## src/rtl/cmp_evt_pkg.sv

```systemverilog
// Package: shared types and control-word field positions for the
// comparator event interrupt unit. Assumes a 5-bit write word and a
// 6-bit read word.
package cmp_evt_pkg;
    typedef enum logic [1:0] {
        SEL_ANY  = 2'b00,
        SEL_NONE = 2'b01,
        SEL_FALL = 2'b10,
        SEL_RISE = 2'b11
    } evt_sel_e;

    localparam int SEL_W     = 2;
    localparam int ROUTE_POS = 2;
    localparam int EN_POS    = 3;
    localparam int FLAG_POS  = 4;
    localparam int LVL_POS   = 5;
    localparam int WR_W      = 5;
    localparam int RD_W      = 6;
endpackage

```

## src/rtl/cmp_evt_sync.sv

```systemverilog
// Synchronizer: a chain of STAGES flops that brings the asynchronous
// comparator output into the clock domain. Assumes STAGES >= 2.
module cmp_evt_sync #(
    parameter int STAGES = 2
) (
    input  logic clk,
    input  logic rst_n,
    input  logic d_async,
    output logic q_sync
);
    logic [STAGES-1:0] chain;

    generate
        for (genvar i = 0; i < STAGES; i++) begin : g_stage
            // Shift the level one flop further down the chain
            always_ff @(posedge clk) begin
                if (!rst_n) chain[i] <= 1'b0;
                else if (i == 0) chain[i] <= d_async;
                else chain[i] <= chain[(i == 0) ? 0 : i-1];
            end
        end
    endgenerate

    assign q_sync = chain[STAGES-1];
endmodule

```

## src/rtl/cmp_evt_edge.sv

```systemverilog
// Edge qualifier: keeps last cycle's synchronized level and reports an
// event for the selected transition kind. The unused select code never
// reports an event. Assumes lvl is already synchronous.
module cmp_evt_edge
    import cmp_evt_pkg::*;
(
    input  logic     clk,
    input  logic     rst_n,
    input  logic     lvl,
    input  evt_sel_e sel,
    output logic     evt
);
    logic lvl_d;
    logic up;
    logic down;

    // Hold the previous level for comparison
    always_ff @(posedge clk) begin
        if (!rst_n) lvl_d <= 1'b0;
        else        lvl_d <= lvl;
    end

    assign up   = lvl & ~lvl_d;
    assign down = ~lvl & lvl_d;

    // Select which transition counts as an event
    always_comb begin
        case (sel)
            SEL_ANY:  evt = up | down;
            SEL_FALL: evt = down;
            SEL_RISE: evt = up;
            default:  evt = 1'b0;
        endcase
    end
endmodule

```

## src/rtl/cmp_evt_ctrl.sv

```systemverilog
// Control word and flag: holds the select, routing and enable fields.
// The flag is set by an event and cleared by write-one or acknowledge.
// A set wins over a clear in the same cycle. Assumes single-cycle
// write and acknowledge strobes.
module cmp_evt_ctrl
    import cmp_evt_pkg::*;
(
    input  logic            clk,
    input  logic            rst_n,
    input  logic            we,
    input  logic [WR_W-1:0] wdata,
    input  logic            evt,
    input  logic            ack,
    input  logic            gie,
    output evt_sel_e        sel,
    output logic            route,
    output logic            en,
    output logic            flag,
    output logic            req
);
    logic clr;

    assign clr = (we && wdata[FLAG_POS]) || ack;

    // Load the configuration fields on a write
    always_ff @(posedge clk) begin
        if (!rst_n) begin
            sel   <= SEL_ANY;
            route <= 1'b0;
            en    <= 1'b0;
        end else if (we) begin
            sel   <= evt_sel_e'(wdata[SEL_W-1:0]);
            route <= wdata[ROUTE_POS];
            en    <= wdata[EN_POS];
        end
    end

    // Sticky flag with set priority over clear
    always_ff @(posedge clk) begin
        if (!rst_n)   flag <= 1'b0;
        else if (evt) flag <= 1'b1;
        else if (clr) flag <= 1'b0;
    end

    assign req = flag & en & gie;
endmodule

```

## src/rtl/cmp_evt_irq.sv

```systemverilog
// Top: comparator event interrupt unit. It synchronizes the comparator,
// qualifies transitions, keeps the flag and control word, and muxes the
// capture trigger. Assumes cap_pin is already synchronous.
module cmp_evt_irq
    import cmp_evt_pkg::*;
#(
    parameter int SYNC_STAGES = 2
) (
    input  logic            clk,
    input  logic            rst_n,
    input  logic            cmp_raw,
    input  logic            cap_pin,
    input  logic            global_ie,
    input  logic            irq_ack,
    input  logic            ctl_we,
    input  logic [WR_W-1:0] ctl_wdata,
    output logic [RD_W-1:0] ctl_rdata,
    output logic            irq_req,
    output logic            cap_trig
);
    logic     lvl;
    logic     evt;
    evt_sel_e sel;
    logic     route;
    logic     en;
    logic     flag;

    cmp_evt_sync #(.STAGES(SYNC_STAGES)) u_sync (
        .clk(clk), .rst_n(rst_n), .d_async(cmp_raw), .q_sync(lvl)
    );

    cmp_evt_edge u_edge (
        .clk(clk), .rst_n(rst_n), .lvl(lvl), .sel(sel), .evt(evt)
    );

    cmp_evt_ctrl u_ctrl (
        .clk(clk), .rst_n(rst_n), .we(ctl_we), .wdata(ctl_wdata),
        .evt(evt), .ack(irq_ack), .gie(global_ie),
        .sel(sel), .route(route), .en(en), .flag(flag), .req(irq_req)
    );

    assign ctl_rdata = {lvl, flag, en, route, sel};
    assign cap_trig  = route ? lvl : cap_pin;
endmodule

```

## config.mk

```make
export PLATFORM = sky130hd
export DESIGN_NAME = cmp_evt_irq
export DESIGN_NICKNAME = d
export VERILOG_FILES = /design/src/rtl/cmp_evt_pkg.sv /design/src/rtl/cmp_evt_sync.sv /design/src/rtl/cmp_evt_edge.sv /design/src/rtl/cmp_evt_ctrl.sv /design/src/rtl/cmp_evt_irq.sv
export SDC_FILE = /design/constraint.sdc
export NUM_CORES = 1
export LEC_CHECK = 0
export CORE_AREA = 8 8 45 47
export DETAILED_ROUTE_END_ITERATION = 6
export DIE_AREA = 0 0 53 55
export DONT_BUFFER_PORTS = 1
export GPL_TIMING_DRIVEN = 0
export PLACE_DENSITY = 0.48
export SYNTH_ARGS = -nofsm -noshare
export SYNTH_HDL_FRONTEND = slang
export SYNTH_SLANG_ARGS = --single-unit
```

## constraint.sdc

```tcl
create_clock -name clk -period 2.1 [get_ports clk]
set_clock_uncertainty 0.1 [all_clocks]
set_input_delay 0.315 -clock clk [delete_from_list [all_inputs] [get_ports clk]]
set_output_delay 0.315 -clock clk [all_outputs]
set_load 0.02 [all_outputs]
```

==> results.sh, run 1 <==
export IMPL_n_antenna_cell=0
export IMPL_worstPathRequired_ns=1.68
export IMPL_drt_iter0_drc=0
export IMPL_overflow=0
export IMPL_tns_ns=0
export IMPL_nets=55
export IMPL_place_area_sq_um=389.1
export IMPL_period_share_pct=67.61
export IMPL_fp_coreArea_sq_mm=0.001384
export IMPL_grt_setup_unrepaired="false"
export IMPL_final_cell_area_sq_um=411.6
export IMPL_hp_class="primary input to register"
export IMPL_grtUsageTotal_pct=6.089
export IMPL_htreeDepth=1
export IMPL_cp_buffers_inverters=0
export IMPL_grt_start_max_net_pins=9
export IMPL_peakVddDrop_uv=189.9
export IMPL_grt_pass1_wl_mm=1.242
export IMPL_crit_slowest_cell="mux2_2"
export IMPL_busiest_layer="met2"
export IMPL_yosysMostFrequentCell="dfxtp_1"
export IMPL_vias=251
export IMPL_synthCells=36
export IMPL_final_min_clock_period_ns=1.420
export IMPL_clock_latency_ns=0.25
export IMPL_die_w_microns=53
export IMPL_synth_async_sr_flop_share_pct=0
export IMPL_synth_area_top_cells="dfxtp_1 (43%), mux2i_1 (11%), buf_4 (8.1%), ha_1 (6.8%), nor2b_1 (6.8%)"
export IMPL_crit_family="multiplexers"
export IMPL_synth_cell_types=16
export IMPL_p_per_area_mw_per_mm2=768.8
export IMPL_p_leak_nw=0.1846
export IMPL_status="completed"
export IMPL_detail_route_first_pass_iterations=1
export IMPL_ant_nets=0
export IMPL_io_pins=20
export IMPL_hold_viol=0
export IMPL_drc_errors=0
export IMPL_worstMarginPinSlew_ns=0.3057
export IMPL_groute_layer_met1_usage_pct=4.608
export IMPL_max_slew_margin_rel_pct=79.59
export IMPL_syn_area_per_cell_sq_um=10.25
export IMPL_cts_sinks=8
export IMPL_setup_violations=0
export IMPL_via_per_inst=4.564
export IMPL_gr_usage_met3_pct=6.150
export IMPL_yosysWarnings=0
export IMPL_clkTransAtPathRegs_ns=0.05
export IMPL_worstPathMaxFanout=3
export IMPL_syn_to_final_growth_pct=11.53
export IMPL_max_freq_mhz=704.3
export IMPL_slowest_delay_ns=0.41
export IMPL_yosysSeqAreaShare_pct=43.39
export IMPL_cts_tree="done"
export IMPL_crit_chain="mux2_2"
export IMPL_cts_root_buffer="clkbuf_4"
export IMPL_yosysTopAreaCell="dfxtp_1"
export IMPL_path_class="register to output pin"
export IMPL_start_util_pct=26.67
export IMPL_holdBufCountCts=0
export IMPL_synth_seq_cells=8
export IMPL_syn_area_sq_um=369.1
export IMPL_drv_cap=0
export IMPL_clk_path_buf_depth=2
export IMPL_synth_ff_type="dfxtp_1"
export IMPL_dieArea_sq_mm=0.002915
export IMPL_worstSetupEndpointType="output pin"
export IMPL_yosys_top_cells_count="dfxtp_1 (8), buf_4 (4), mux2i_1 (4), nor2b_1 (4), and2_1 (3)"
export IMPL_syn_num_nets=50
export IMPL_drt_total_wl_microns=756
export IMPL_cts_made_buffers=3
export IMPL_grt_pass1_vias=307
export IMPL_ctsResizeCount=0
export IMPL_wl_per_cell_microns=13.75
export IMPL_portBuffers=0
export IMPL_grt_use_met2_pct=8.984
export IMPL_worst_setup_path_start_kind="register"
export IMPL_antenna_found_initial=0
export IMPL_die_h_microns=55
export IMPL_netlist_area_leader_share_pct=43.39
export IMPL_drv_slew=0
export IMPL_drive_gt1_share_pct=23.08
export IMPL_rows=14
export IMPL_crit_arrival_ns=1.00
export IMPL_synth_edf_count=0
export IMPL_routabilityCongestion=0.6353
export IMPL_postCtsSetupBuffers=0
## layout make-up
| cell class | count | area [sq um] |
|---|---|---|
| inverter | 2 | 7.507 |
| multi-input combinational | 21 | 166.4 |
| clock buffer | 3 | 22.52 |
| buffer | 5 | 35.03 |
| tap | 16 | 20.02 |
| sequential | 8 | 160.2 |
| fill | 158 | 972.2 |
## power breakdown
group	switching [mW]	leakage, nW	total (mW)	internal [mW]
sequential	0.00915	0.0659	0.169	0.160
combinational	0.0165	0.105	0.0336	0.0171
clock	0.0486	0.0138	0.114	0.0652
## path summary, 6_finish.rpt
kind / start / endpoint / slack, ns / cells after the start
worst max-delay path: u_ctrl.route / cap_trig / 0.68 / 1
worst min register to register: u_sync.chain[0] / u_sync.q_sync / 0.33 / 1
worst max register to register: u_sync.q_sync / u_ctrl.flag / 0.76 / 5
worst min-delay path: rst_n / u_sync.chain[0] / 0.09 / 1
## kinds of logic (layout without fill, tap and decap cells)
logic type,after synthesis,after routing,share of synthesized area [%]
muxes,6,6,16.95
adders and majority gates,2,2,6.779
and+or+nand+nor,11,11,17.97
DFF,8,8,43.39
AOI/OAI and AO/OA,2,2,3.389
buffers and inverters,7,10,11.53
## sequential cells by signal (all words and copies together) (netlist names)
| signal | count |
|---|---|
| u_sync.q_sync | 1 |
| u_edge.lvl_d | 1 |
| u_ctrl.route | 1 |
| u_sync.chain | 1 |
| u_ctrl.flag | 1 |
| u_ctrl.en | 1 |
| u_ctrl.sel | 2 |
## cell usage in the layout, fill, tap and decap left out, types with 2 or more instances in the layout
| cell type | instances |
|---|---|
| nor2b_1 | 4 |
| clkbuf_4 | 3 |
| inv_1 | 2 |
| dfxtp_1 | 8 |
| ha_1 | 2 |
| mux2i_1 | 4 |
| buf_4 | 4 |
| and2_1 | 3 |
## routing by layer
| layer | vias to the layer above | share of wire (%) | routed length (microns) |
|---|---|---|---|
| met5 | - | 0 | 0 |
| met4 | 0 | 0 | 0 |
| met3 | 0 | 23 | 173 |
| met2 | 17 | 43 | 328 |
| met1 | 112 | 34 | 254 |
| li1 | 122 | - | - |
## stage by stage
stage	hold slack, ns	util (%)	instances	power [mW]	setup WS [ns]
after floorplan	0.3118	-	36	0.2015	0.8481
after global placement	0.3158	28.12	52	0.2056	0.7548
after detailed placement	0.3243	28.12	52	0.2070	0.7515
after CTS	0.07580	29.75	55	0.3280	0.6561
after global routing	0.07125	29.75	55	0.3363	0.6281
final	0.08660	29.75	55	0.3165	0.6802
Note: power is estimated with default switching activity, not from simulation.
==> inputs of run 2 (changes only) <==
--- a/config.mk
+++ b/config.mk
@@ -5,6 +5,7 @@
 export SDC_FILE = /design/constraint.sdc
 export NUM_CORES = 1
 export LEC_CHECK = 0
+export ABC_AREA = 1
 export CORE_AREA = 8 8 45 47
 export DETAILED_ROUTE_END_ITERATION = 6
 export DIE_AREA = 0 0 53 55
==> constraint.sdc (replaced) <==
create_clock -name clk -period 1.4 [get_ports clk]
set_clock_uncertainty 0.1 [all_clocks]
set_input_delay 0.21 -clock clk [delete_from_list [all_inputs] [get_ports clk]]
set_output_delay 0.21 -clock clk [all_outputs]
set_load 0.02 [all_outputs]
==> run 2 against run 1 <==
Net effect: utilization is 3.1 points higher; critical path depth increased by 1; critical endpoint unchanged; sequential cell count did not move; area after synthesis fell by 0.34%; power up 55%; sequential share of layout area shrank 3.6 points.
==> results.sh, run 2 <==
export IMPL_synthCells=51
export IMPL_cts_made_buffers=3
export IMPL_syn_area_sq_um=367.9
export IMPL_wl_per_cell_microns=10.97
export IMPL_period_share_pct=91.70
export IMPL_synth_async_sr_flop_share_pct=0
export IMPL_holdWs_ns=0.008394
export IMPL_grt_start_max_net_pins=9
export IMPL_grt_pass1_wl_mm=1.400
export IMPL_grtUsageTotal_pct=6.521
export IMPL_netlist_area_leader_share_pct=43.54
export IMPL_place_area_sq_um=387.9
export IMPL_regArea_sq_um=160.2
export IMPL_crit_arrival_ns=0.97
export IMPL_start_util_pct=26.58
export IMPL_synth_adder_area_share_pct=6.803
export IMPL_via_per_inst=4.270
export IMPL_multi_input_area_sq_um=143.9
export IMPL_n_antenna_cell=0
export IMPL_drt_total_wl_microns=812
export IMPL_synth_edf_count=0
export IMPL_max_slew_margin_rel_pct=77.96
export IMPL_synth_cell_types=10
export IMPL_rows=14
export IMPL_instances_no_fill=74
export IMPL_setup_violations=0
export IMPL_detail_route_first_pass_iterations=3
export IMPL_vias=316
export IMPL_status="completed"
export IMPL_overflow=0
export IMPL_tns_ns=0
export IMPL_layout_common_cells="inv_1 (10), nor2_1 (10), dfxtp_1 (8), nand2_1 (7)"
export IMPL_drt_iter0_drc=3
export IMPL_synth_xor_area_share_pct=0
export IMPL_clock_latency_ns=0.25
export IMPL_worstMarginPinSlew_ns=0.3301
export IMPL_yosysSeqAreaShare_pct=43.54
export IMPL_yosys_top_cells_count="inv_1 (10), nor2_1 (10), dfxtp_1 (8), nand2_1 (7)"
export IMPL_drv_slew=0
export IMPL_place_ws_ns=0.2283
export IMPL_die_w_microns=53
export IMPL_final_min_clock_period_ns=1.284
export IMPL_placed_cells=67
export IMPL_io_pins=20
export IMPL_worstPathMaxFanout=4
export IMPL_synth_ff_type="dfxtp_1"
export IMPL_synth_area_top_cells="dfxtp_1 (44%), inv_1 (10%), nor2_1 (10%), buf_4 (8.2%), nand2_1 (7.1%)"
export IMPL_antenna_found_initial=0
export IMPL_synth_compound_area_share_pct=8.163
export IMPL_hold_viol=0
export IMPL_drv_cap=0
export IMPL_max_freq_mhz=778.9
export IMPL_die_h_microns=55
export IMPL_synthSimpleGateAreaFrac_pct=23.13
export IMPL_path_class="register to output pin"
export IMPL_syn_num_nets=65
export IMPL_cts_sinks=8
export IMPL_yosysWarnings=0
export IMPL_grt_pass1_vias=322
export IMPL_worstPathRequired_ns=1.09
export IMPL_nets=74
export IMPL_drive_gt1_share_pct=13.79
export IMPL_dpl_hpwl_microns=664.7
export IMPL_clkTransAtPathRegs_ns=0.05
export IMPL_utilization_pct=32.82
export IMPL_cts_root_buffer="clkbuf_4"
export IMPL_worst_setup_path_start_kind="register"
export IMPL_ant_nets=0
export IMPL_fill_cells=154
export IMPL_p_per_area_mw_per_mm2=1081
export IMPL_fp_coreArea_sq_mm=0.001384
export IMPL_power_total_uw=491.0
export IMPL_routabilityCongestion=0.6854
export IMPL_worstSetupEndpointType="output pin"
export IMPL_clk_path_buf_depth=2
export IMPL_syn_area_per_cell_sq_um=7.213
export IMPL_syn_to_final_growth_pct=23.47
export IMPL_largest_reg_flops=2
export IMPL_dieArea_sq_mm=0.002915
export IMPL_fin_ws_ns=0.1162
export IMPL_grt_setup_unrepaired="false"
export IMPL_final_cell_area_sq_um=454.2
export IMPL_htreeDepth=1
export IMPL_cts_tree="done"
export IMPL_hp_class="primary input to register"
export IMPL_synth_top_family_by_area="simple AND/OR/NAND/NOR gates"
export IMPL_yosysTopAreaCell="dfxtp_1"
export IMPL_peakVddDrop_uv=340.6
export IMPL_drc_errors=0
export IMPL_portBuffers=0
export IMPL_synth_seq_cells=8
export IMPL_p_leak_nw=0.2446
export IMPL_muxShareOfSynthArea_pct=0
export IMPL_regMostFlops="u_ctrl.sel"
==> run 2: changes by cell type in the layout (fill, tap and decap cells not counted), sizes merged, moves of 2 or more <==
| cell | change |
|---|---|
| mux2i | -4 |
| and2 | -3 |
| dlygate4sd3 | +4 |
| mux2 | -2 |
| nand2 | +6 |
| nand3 | +3 |
| o21ai | +4 |
| nor2 | +10 |
| nor2b | -4 |
| inv | +8 |
==> run 2: final timing paths <==
check | from | slack, ns | end | depth (start not counted)
worst min register to register | u_sync.chain[0] | 0.31 | u_sync.q_sync | 2
worst max-delay path | u_sync.q_sync | 0.12 | cap_trig | 2
worst max register to register | u_sync.q_sync | 0.22 | u_ctrl.flag | 7
worst min-delay path | ctl_wdata[2] | 0.008 | u_ctrl.route | 2
==> run 2: worst max-delay path: stages, from the launching register on <==
cell	delay, ns
dfxtp_1	0.37
inv_1	0.09
a21oi_2	0.28
==> run 2: kinds of logic after synthesis <==
kind of cell,count (synthesis)
flops,8
buf+inv,14
simple gates,21
compound gates,6
fa+ha+maj,2
==> run 2: layout make-up <==
cell class                 count  share of cell area (%)
tap                           16                   4.408
timing repair buffer           4                   8.815
sequential                     8                   35.26
multi-input combinational     29                   31.68
clock buffer                   3                   4.959
buffer                         4                   6.612
inverter                      10                   8.264
==> run 2: metal layers <==
metal / part of all wire, % / vias to the layer above / GRT usage, % / routed length, microns
met5: 0 / - / 0 / 0
met4: 0 / 0 / 1.293 / 0
met3: 15 / 0 / 6.150 / 119
met2: 48 / 14 / 9.961 / 391
met1: 37 / 137 / 6.432 / 301
li1: - / 165 / - / -
==> run 2: repair_timing <==
item	in CTS	in global routing
endpoints found under the hold margin	8	0
hold buffers	4	0
buffers inserted	0	0
setup endpoints to repair	1	0
resized for setup	1	0
==> run 2: where the power goes <==
group	internal (mW)	leakage (nW)	switching [mW]	total, mW
registers	0.241	0.0661	0.0161	0.257
logic	0.0279	0.165	0.0354	0.0633
clock network	0.0977	0.0138	0.0727	0.170
total	0.367	0.245	0.124	0.491
